File: src/rtl/win_pkg.sv
// Shared types for the result window monitor.
// Assumes a 2-bit mode encoding; code 3 is reserved and treated as off.
package win_pkg;
    typedef enum logic [1:0] {
        WM_OFF = 2'd0,
        WM_ONE = 2'd1,
        WM_ALL = 2'd2,
        WM_RSV = 2'd3
    } wmode_t;
endpackage

File: src/rtl/win_cfg.sv
// Configuration holding register for the window monitor.
// Captures mode, channel, bounds and resolution code on a load strobe,
// but only while no result is being presented (busy low).
module win_cfg
    import win_pkg::*;
#(
    parameter int DW   = 12,
    parameter int CW   = 5,
    parameter int RC_W = 2
) (
    input  logic            clk,
    input  logic            rst_n,
    input  logic            load,
    input  logic            busy,
    input  logic [1:0]      mode_in,
    input  logic [CW-1:0]   sel_in,
    input  logic [DW-1:0]   lo_in,
    input  logic [DW-1:0]   hi_in,
    input  logic [RC_W-1:0] code_in,
    output wmode_t          mode_q,
    output logic [CW-1:0]   sel_q,
    output logic [DW-1:0]   lo_q,
    output logic [DW-1:0]   hi_q,
    output logic [RC_W-1:0] code_q
);
    // Capture configuration when loaded in an idle cycle; reset to a wide-open window.
    always_ff @(posedge clk) begin
        if (!rst_n) begin
            mode_q <= WM_OFF;
            sel_q  <= '0;
            lo_q   <= '0;
            hi_q   <= '1;
            code_q <= '0;
        end else if (load && !busy) begin
            mode_q <= wmode_t'(mode_in);
            sel_q  <= sel_in;
            lo_q   <= lo_in;
            hi_q   <= hi_in;
            code_q <= code_in;
        end
    end
endmodule

File: src/rtl/win_align.sv
// Bound aligner: shifts a right-aligned bound up by STEP bits per
// resolution code so it matches left-aligned results. Bits shifted past
// the top are dropped.
module win_align #(
    parameter int DW   = 12,
    parameter int RC_W = 2,
    parameter int STEP = 2
) (
    input  logic [DW-1:0]   thr,
    input  logic [RC_W-1:0] code,
    output logic [DW-1:0]   aligned
);
    localparam int NV = 1 << RC_W;

    logic [DW-1:0] cand [NV];

    // One pre-shifted candidate per resolution code.
    for (genvar g = 0; g < NV; g++) begin : g_shift
        assign cand[g] = thr << (STEP * g);
    end

    // Select the candidate for the current code.
    assign aligned = cand[code];
endmodule

File: src/rtl/win_flag.sv
// Window comparison and sticky flag. A watched, valid result outside
// [lo, hi] sets the flag; set takes priority over a same-cycle clear.
module win_flag
    import win_pkg::*;
#(
    parameter int DW = 12,
    parameter int CW = 5
) (
    input  logic          clk,
    input  logic          rst_n,
    input  logic          valid,
    input  logic [DW-1:0] data,
    input  logic [CW-1:0] chan,
    input  wmode_t        mode,
    input  logic [CW-1:0] sel,
    input  logic [DW-1:0] lo_al,
    input  logic [DW-1:0] hi_al,
    input  logic          clr,
    output logic          flag
);
    logic watch;
    logic outside;
    logic hit;

    // Decide whether this result belongs to the watched set.
    always_comb begin
        unique case (mode)
            WM_ONE:  watch = (chan == sel);
            WM_ALL:  watch = 1'b1;
            default: watch = 1'b0;
        endcase
    end

    // Strict comparison against both aligned bounds.
    assign outside = (data > hi_al) || (data < lo_al);
    assign hit     = valid && watch && outside;

    // Sticky flag: set on hit, cleared by write-one when no hit.
    always_ff @(posedge clk) begin
        if (!rst_n)      flag <= 1'b0;
        else if (hit)    flag <= 1'b1;
        else if (clr)    flag <= 1'b0;
    end
endmodule

File: src/rtl/window_watch.sv
// Top of the conversion result window monitor. Holds configuration,
// aligns both bounds to the resolution, compares each result and drives
// the sticky flag and its gated interrupt. Results are assumed to be
// left-aligned to the top bit with zero low bits.
module window_watch
    import win_pkg::*;
#(
    parameter int DW   = 12,
    parameter int CW   = 5,
    parameter int RC_W = 2
) (
    input  logic            clk,
    input  logic            rst_n,
    input  logic            res_valid,
    input  logic [DW-1:0]   res_data,
    input  logic [CW-1:0]   res_chan,
    input  logic            cfg_load,
    input  logic [1:0]      mode,
    input  logic [CW-1:0]   chan_sel,
    input  logic [DW-1:0]   thr_lo,
    input  logic [DW-1:0]   thr_hi,
    input  logic [RC_W-1:0] res_code,
    input  logic            irq_en,
    input  logic            clr_wr,
    output logic            oow_flag,
    output logic            irq
);
    wmode_t          mode_q;
    logic [CW-1:0]   sel_q;
    logic [DW-1:0]   lo_q;
    logic [DW-1:0]   hi_q;
    logic [RC_W-1:0] code_q;
    logic [DW-1:0]   lo_al;
    logic [DW-1:0]   hi_al;

    win_cfg #(.DW(DW), .CW(CW), .RC_W(RC_W)) u_cfg (
        .clk(clk), .rst_n(rst_n), .load(cfg_load), .busy(res_valid),
        .mode_in(mode), .sel_in(chan_sel), .lo_in(thr_lo), .hi_in(thr_hi),
        .code_in(res_code), .mode_q(mode_q), .sel_q(sel_q), .lo_q(lo_q),
        .hi_q(hi_q), .code_q(code_q)
    );

    win_align #(.DW(DW), .RC_W(RC_W), .STEP(2)) u_lo (
        .thr(lo_q), .code(code_q), .aligned(lo_al)
    );

    win_align #(.DW(DW), .RC_W(RC_W), .STEP(2)) u_hi (
        .thr(hi_q), .code(code_q), .aligned(hi_al)
    );

    win_flag #(.DW(DW), .CW(CW)) u_flag (
        .clk(clk), .rst_n(rst_n), .valid(res_valid), .data(res_data),
        .chan(res_chan), .mode(mode_q), .sel(sel_q), .lo_al(lo_al),
        .hi_al(hi_al), .clr(clr_wr), .flag(oow_flag)
    );

    // Interrupt follows the flag while enabled.
    assign irq = oow_flag & irq_en;
endmodule

File: config.mk
export PLATFORM = sky130hd
export DESIGN_NAME = window_watch
export DESIGN_NICKNAME = d
export VERILOG_FILES = /design/src/rtl/win_pkg.sv /design/src/rtl/win_cfg.sv /design/src/rtl/win_align.sv /design/src/rtl/win_flag.sv /design/src/rtl/window_watch.sv
export SDC_FILE = /design/constraint.sdc
export NUM_CORES = 1
export LEC_CHECK = 0
export BUFFER_PORTS_ARGS = -buffer_cell sky130_fd_sc_hd__buf_2
export CAP_MARGIN = 20
export CORE_MARGIN = 5
export CORE_UTILIZATION = 50
export DETAILED_ROUTE_END_ITERATION = 16
export PLACE_DENSITY = 0.75
export SETUP_SLACK_MARGIN = 0.05
export SLEW_MARGIN = 20
export SYNTH_ARGS = -nofsm -noshare
export SYNTH_HDL_FRONTEND = slang
export SYNTH_HIERARCHICAL = 1
export SYNTH_SLANG_ARGS = --single-unit
File: constraint.sdc
create_clock -name clk -period 2.97 [get_ports clk]
set_input_delay 0.297 -clock clk [delete_from_list [all_inputs] [get_ports clk]]
set_output_delay 0.297 -clock clk [all_outputs]
set_load 0.1 [all_outputs]
==> run_results.csv <==
group,metric,value,unit
power_and_ir_drop,combPwrFrac,20.7,%
cells_and_area,fillers,455,
power_and_ir_drop,power_density,429,nW/um^2
clocking,cts.clk_slew.worst_paths,0.07,ns
synthesis,synth_nets,374,
clocking,postCtsSetupRepairBufs,0,
clocking,cts_root_buf,"clkbuf_8",
synthesis,yosys.area.top_type,"dfxtp_1",
synthesis,synth_cell_type_count,35,
synthesis,synth_area_per_cell,8.87,um^2
die,initial_utilization,51.2,%
clocking,clk_latency,0.29,ns
grt,grt_overflow,0,
sta,setup_viol,0,
place,dp_hpwl,4.13,mm
synthesis,yosysMostFrequentCell,"mux2i_1",
grt,grt_max_degree,56,
power_and_ir_drop,power.share.switching,25.2,%
cells_and_area,drive_above_1_share,24.6,%
synthesis,yosysWarnings,6,
clocking,cts-hold-fix-buffers,0,
cells_and_area,fin_util,59.3,%
place,pre_cts_ws,0.768,ns
clocking,cts_tree,"built",
clocking,cts_sinks,34,
die,dieWidth,82.1,um
critical_path,cp_max_fo,27,
synthesis,synthCells,293,
critical_path,r2r_start,"u_cfg/code_q[0]$_SDFFE_PN0P_",
die,core,5070,um^2
cells_and_area,stdcell_area,3010,um^2
power_and_ir_drop,p_leak,1.44,nW
sta,hold_viol,0,
critical_path,path_class,"flip-flop to flip-flop",
sta,setup_tns,0,ns
routing,drcViolationCount,0,
place,place_area,2870,um^2
grt,antenna_found_initial,0,
place,dp_cells,408,
critical_path,arrival,2.38,ns
sta,fin_crit_sh,74.6,%
min_path,min_from,"chan_sel[0]",
critical_path,cp-start-kind,"flip-flop",
clocking,cts_buffers,5,
cells_and_area,final_cells,416,
die,ios,58,
sta,finalClockSkew,0.00971,ns
power_and_ir_drop,clkPwrFrac,40.5,%
grt,grt_pass1_vias,2005,
critical_path,rr_worst_depth,10,
outcome,status,"finished, final reports clean",
routing,wl_per_cell,12.7,um
routing,viasPerCell,5.04,
sta,drv_slew,0,
power_and_ir_drop,p_seq_share,38.8,%
grt,grt_first_pass_wirelength,9.00,mm
critical_path,required,3.13,ns
min_path,hold_class,"input port to flip-flop",
place,globalplace.congestion,0.789,
synthesis,netlist_area,2600,um^2
sta,worst_slew_margin_rel,32.9,%
synthesis,ys_seq_area_share,26.2,%
synthesis,yosysTopAreaCellShare,26.2,%
critical_path,reg2reg_slack,0.75,ns
min_path,hold_path_depth,3,
cells_and_area,n_antenna_cell,0,
synthesis,synth_area_leaders,"dfxtp_1, mux2i_1, ha_1",
synthesis,async_flop_share,0,%
die,die-area,6740,um^2
min_path,hold_end,"u_cfg/sel_q[0]$_SDFFE_PN0P_",
critical_path,r2r-end,"u_flag/flag$_SDFFE_PN0P_",
routing,drtAntennaViolNets,0,
place,portBuffers,57,
synthesis,synth_seq_cells,34,
sta,grt_setup_unrepaired,"no",
die,die_h,82.1,um
clocking,cts_resized,0,
clocking,cts_buffer_depth,2,
synthesis,synth_ff_type,"dfxtp_1",
cells_and_area,area_growth,15.9,%
synthesis,synth-edff-count,0,
grt,grt_use_total,17.0,%
power_and_ir_drop,peakVddDrop,0.412,mV
routing,drtIter0Drc,82,
power_and_ir_drop,power,1.29,mW
power_and_ir_drop,switchingPower,0.326,mW
clocking,htreeDepth,2,
routing,drt_pass1_iterations,4,
sta,worst_pin_slew,1.01,ns
flow_run,cap_violations,0,
sta,whs,0.249,ns
cells_and_area,nets,426,
routing,routed_wl,5.27,mm
power_and_ir_drop,power.internal,0.967,mW
routing,vias,2098,
synthesis,yosys-top-cells-count,"mux2i_1, nand2_1, inv_1",
sta,fmax,451,MHz
sta,worst_slack,0.753,ns
critical_path,cp-end-kind,"flip-flop",
die,placementRows,26,
sta,period_needed,2.22,ns
[flip-flops by register name (all words and copies together), names as in the netlist]
signal,flops
u_cfg/sel_q,5
u_flag/flag,1
u_cfg/code_q,2
u_cfg/lo_q,12
u_cfg/mode_q,2
u_cfg/hi_q,12
[cell usage in the layout (no fill, tap or decap), drive strengths merged]
master / instances
buf: 61
mux2i: 53
nand2: 46
inv: 39
dfxtp: 34
ha: 25
o211ai: 13
nand3b: 12
a21oi: 8
clkbuf: 6
nor2: 5
a21o: 4
nand4: 4
xor2: 4
o2bb2ai: 4
nor3b: 4
o21ai: 3
nor2b: 3
bufinv: 2
nand3: 2
a211oi: 2
and2b: 2
and2: 1
nand2b: 1
or3: 1
o31ai: 1
nor3: 1
nor4: 1
xnor2: 1
a31oi: 1
o31a: 1
a311oi: 1
[area by class of cell]
class                   count  area [um^2]  share of cell area [%]
multi-input cells         204         1640                    54.4
clock buffers               6         82.6                    2.74
inverters                  39          146                    4.86
flip-flops and latches     34          681                    22.6
repair buffers             61          315                    10.5
clock inverters             2         60.1                    2.00
well taps                  70         87.6                    2.91
[logic make-up (layout without fill, tap and decap cells)]
group           after synthesis  after routing  share of synthesized area [%]
simple gates                 83             83                           16.2
mux                          53             53                           20.4
flops                        34             34                           26.2
fa+ha+maj                    25             25                           12.0
compound gates               38             38                           12.7
xor+xnor                      5              5                           1.69
buf+inv                      55            108                           10.7
[worst max path at each step]
stage / start / endpoint / slack (ns) / cells after the start
after floorplan: u_cfg/code_q[0]$_SDFFE_PN0P_ / u_flag/flag$_SDFFE_PN0P_ / 0.84 / 9
after global placement: u_cfg/code_q[0]$_SDFFE_PN0P_ / u_flag/flag$_SDFFE_PN0P_ / 0.85 / 9
after detailed placement: u_cfg/code_q[0]$_SDFFE_PN0P_ / u_flag/flag$_SDFFE_PN0P_ / 0.77 / 10
after CTS: u_cfg/code_q[0]$_SDFFE_PN0P_ / u_flag/flag$_SDFFE_PN0P_ / 0.75 / 10
after global routing: u_cfg/code_q[0]$_SDFFE_PN0P_ / u_flag/flag$_SDFFE_PN0P_ / 0.54 / 10
final: u_cfg/code_q[0]$_SDFFE_PN0P_ / u_flag/flag$_SDFFE_PN0P_ / 0.75 / 10
[routing by layer]
metal | vias to the layer above | global-route usage, % | share of wire (%)
met3 | 7 | 3.51 | 5.4
met4 | 0 | 4.98 | 1.2
met2 | 44 | 26.3 | 45
li1 | 1111 | - | -
met5 | - | 0 | 0
met1 | 936 | 23.5 | 48
[power by group through the flow]
stage          Combinational (mW)  Clock [mW]  Sequential [mW]
4_1_cts                     0.268       0.539            0.502
3_5_place_dp                0.267           0            0.512
2_1_floorplan               0.199           0            0.508
5_1_grt                     0.305       0.560            0.505
6_report                    0.267       0.524            0.502
3_3_place_gp                0.259           0            0.511
[worst max-delay path, stage by stage (launching register included)]
cell	delay, ns
dfxtp_1	0.31
buf_4	0.32
and2b_2	0.22
o2bb2ai_1	0.11
inv_1	0.06
ha_1	0.31
a21o_1	0.16
nand3_1	0.07
a21oi_1	0.06
o31ai_1	0.32
a311oi_2	0.14
Power figures use the tool's default switching activity.
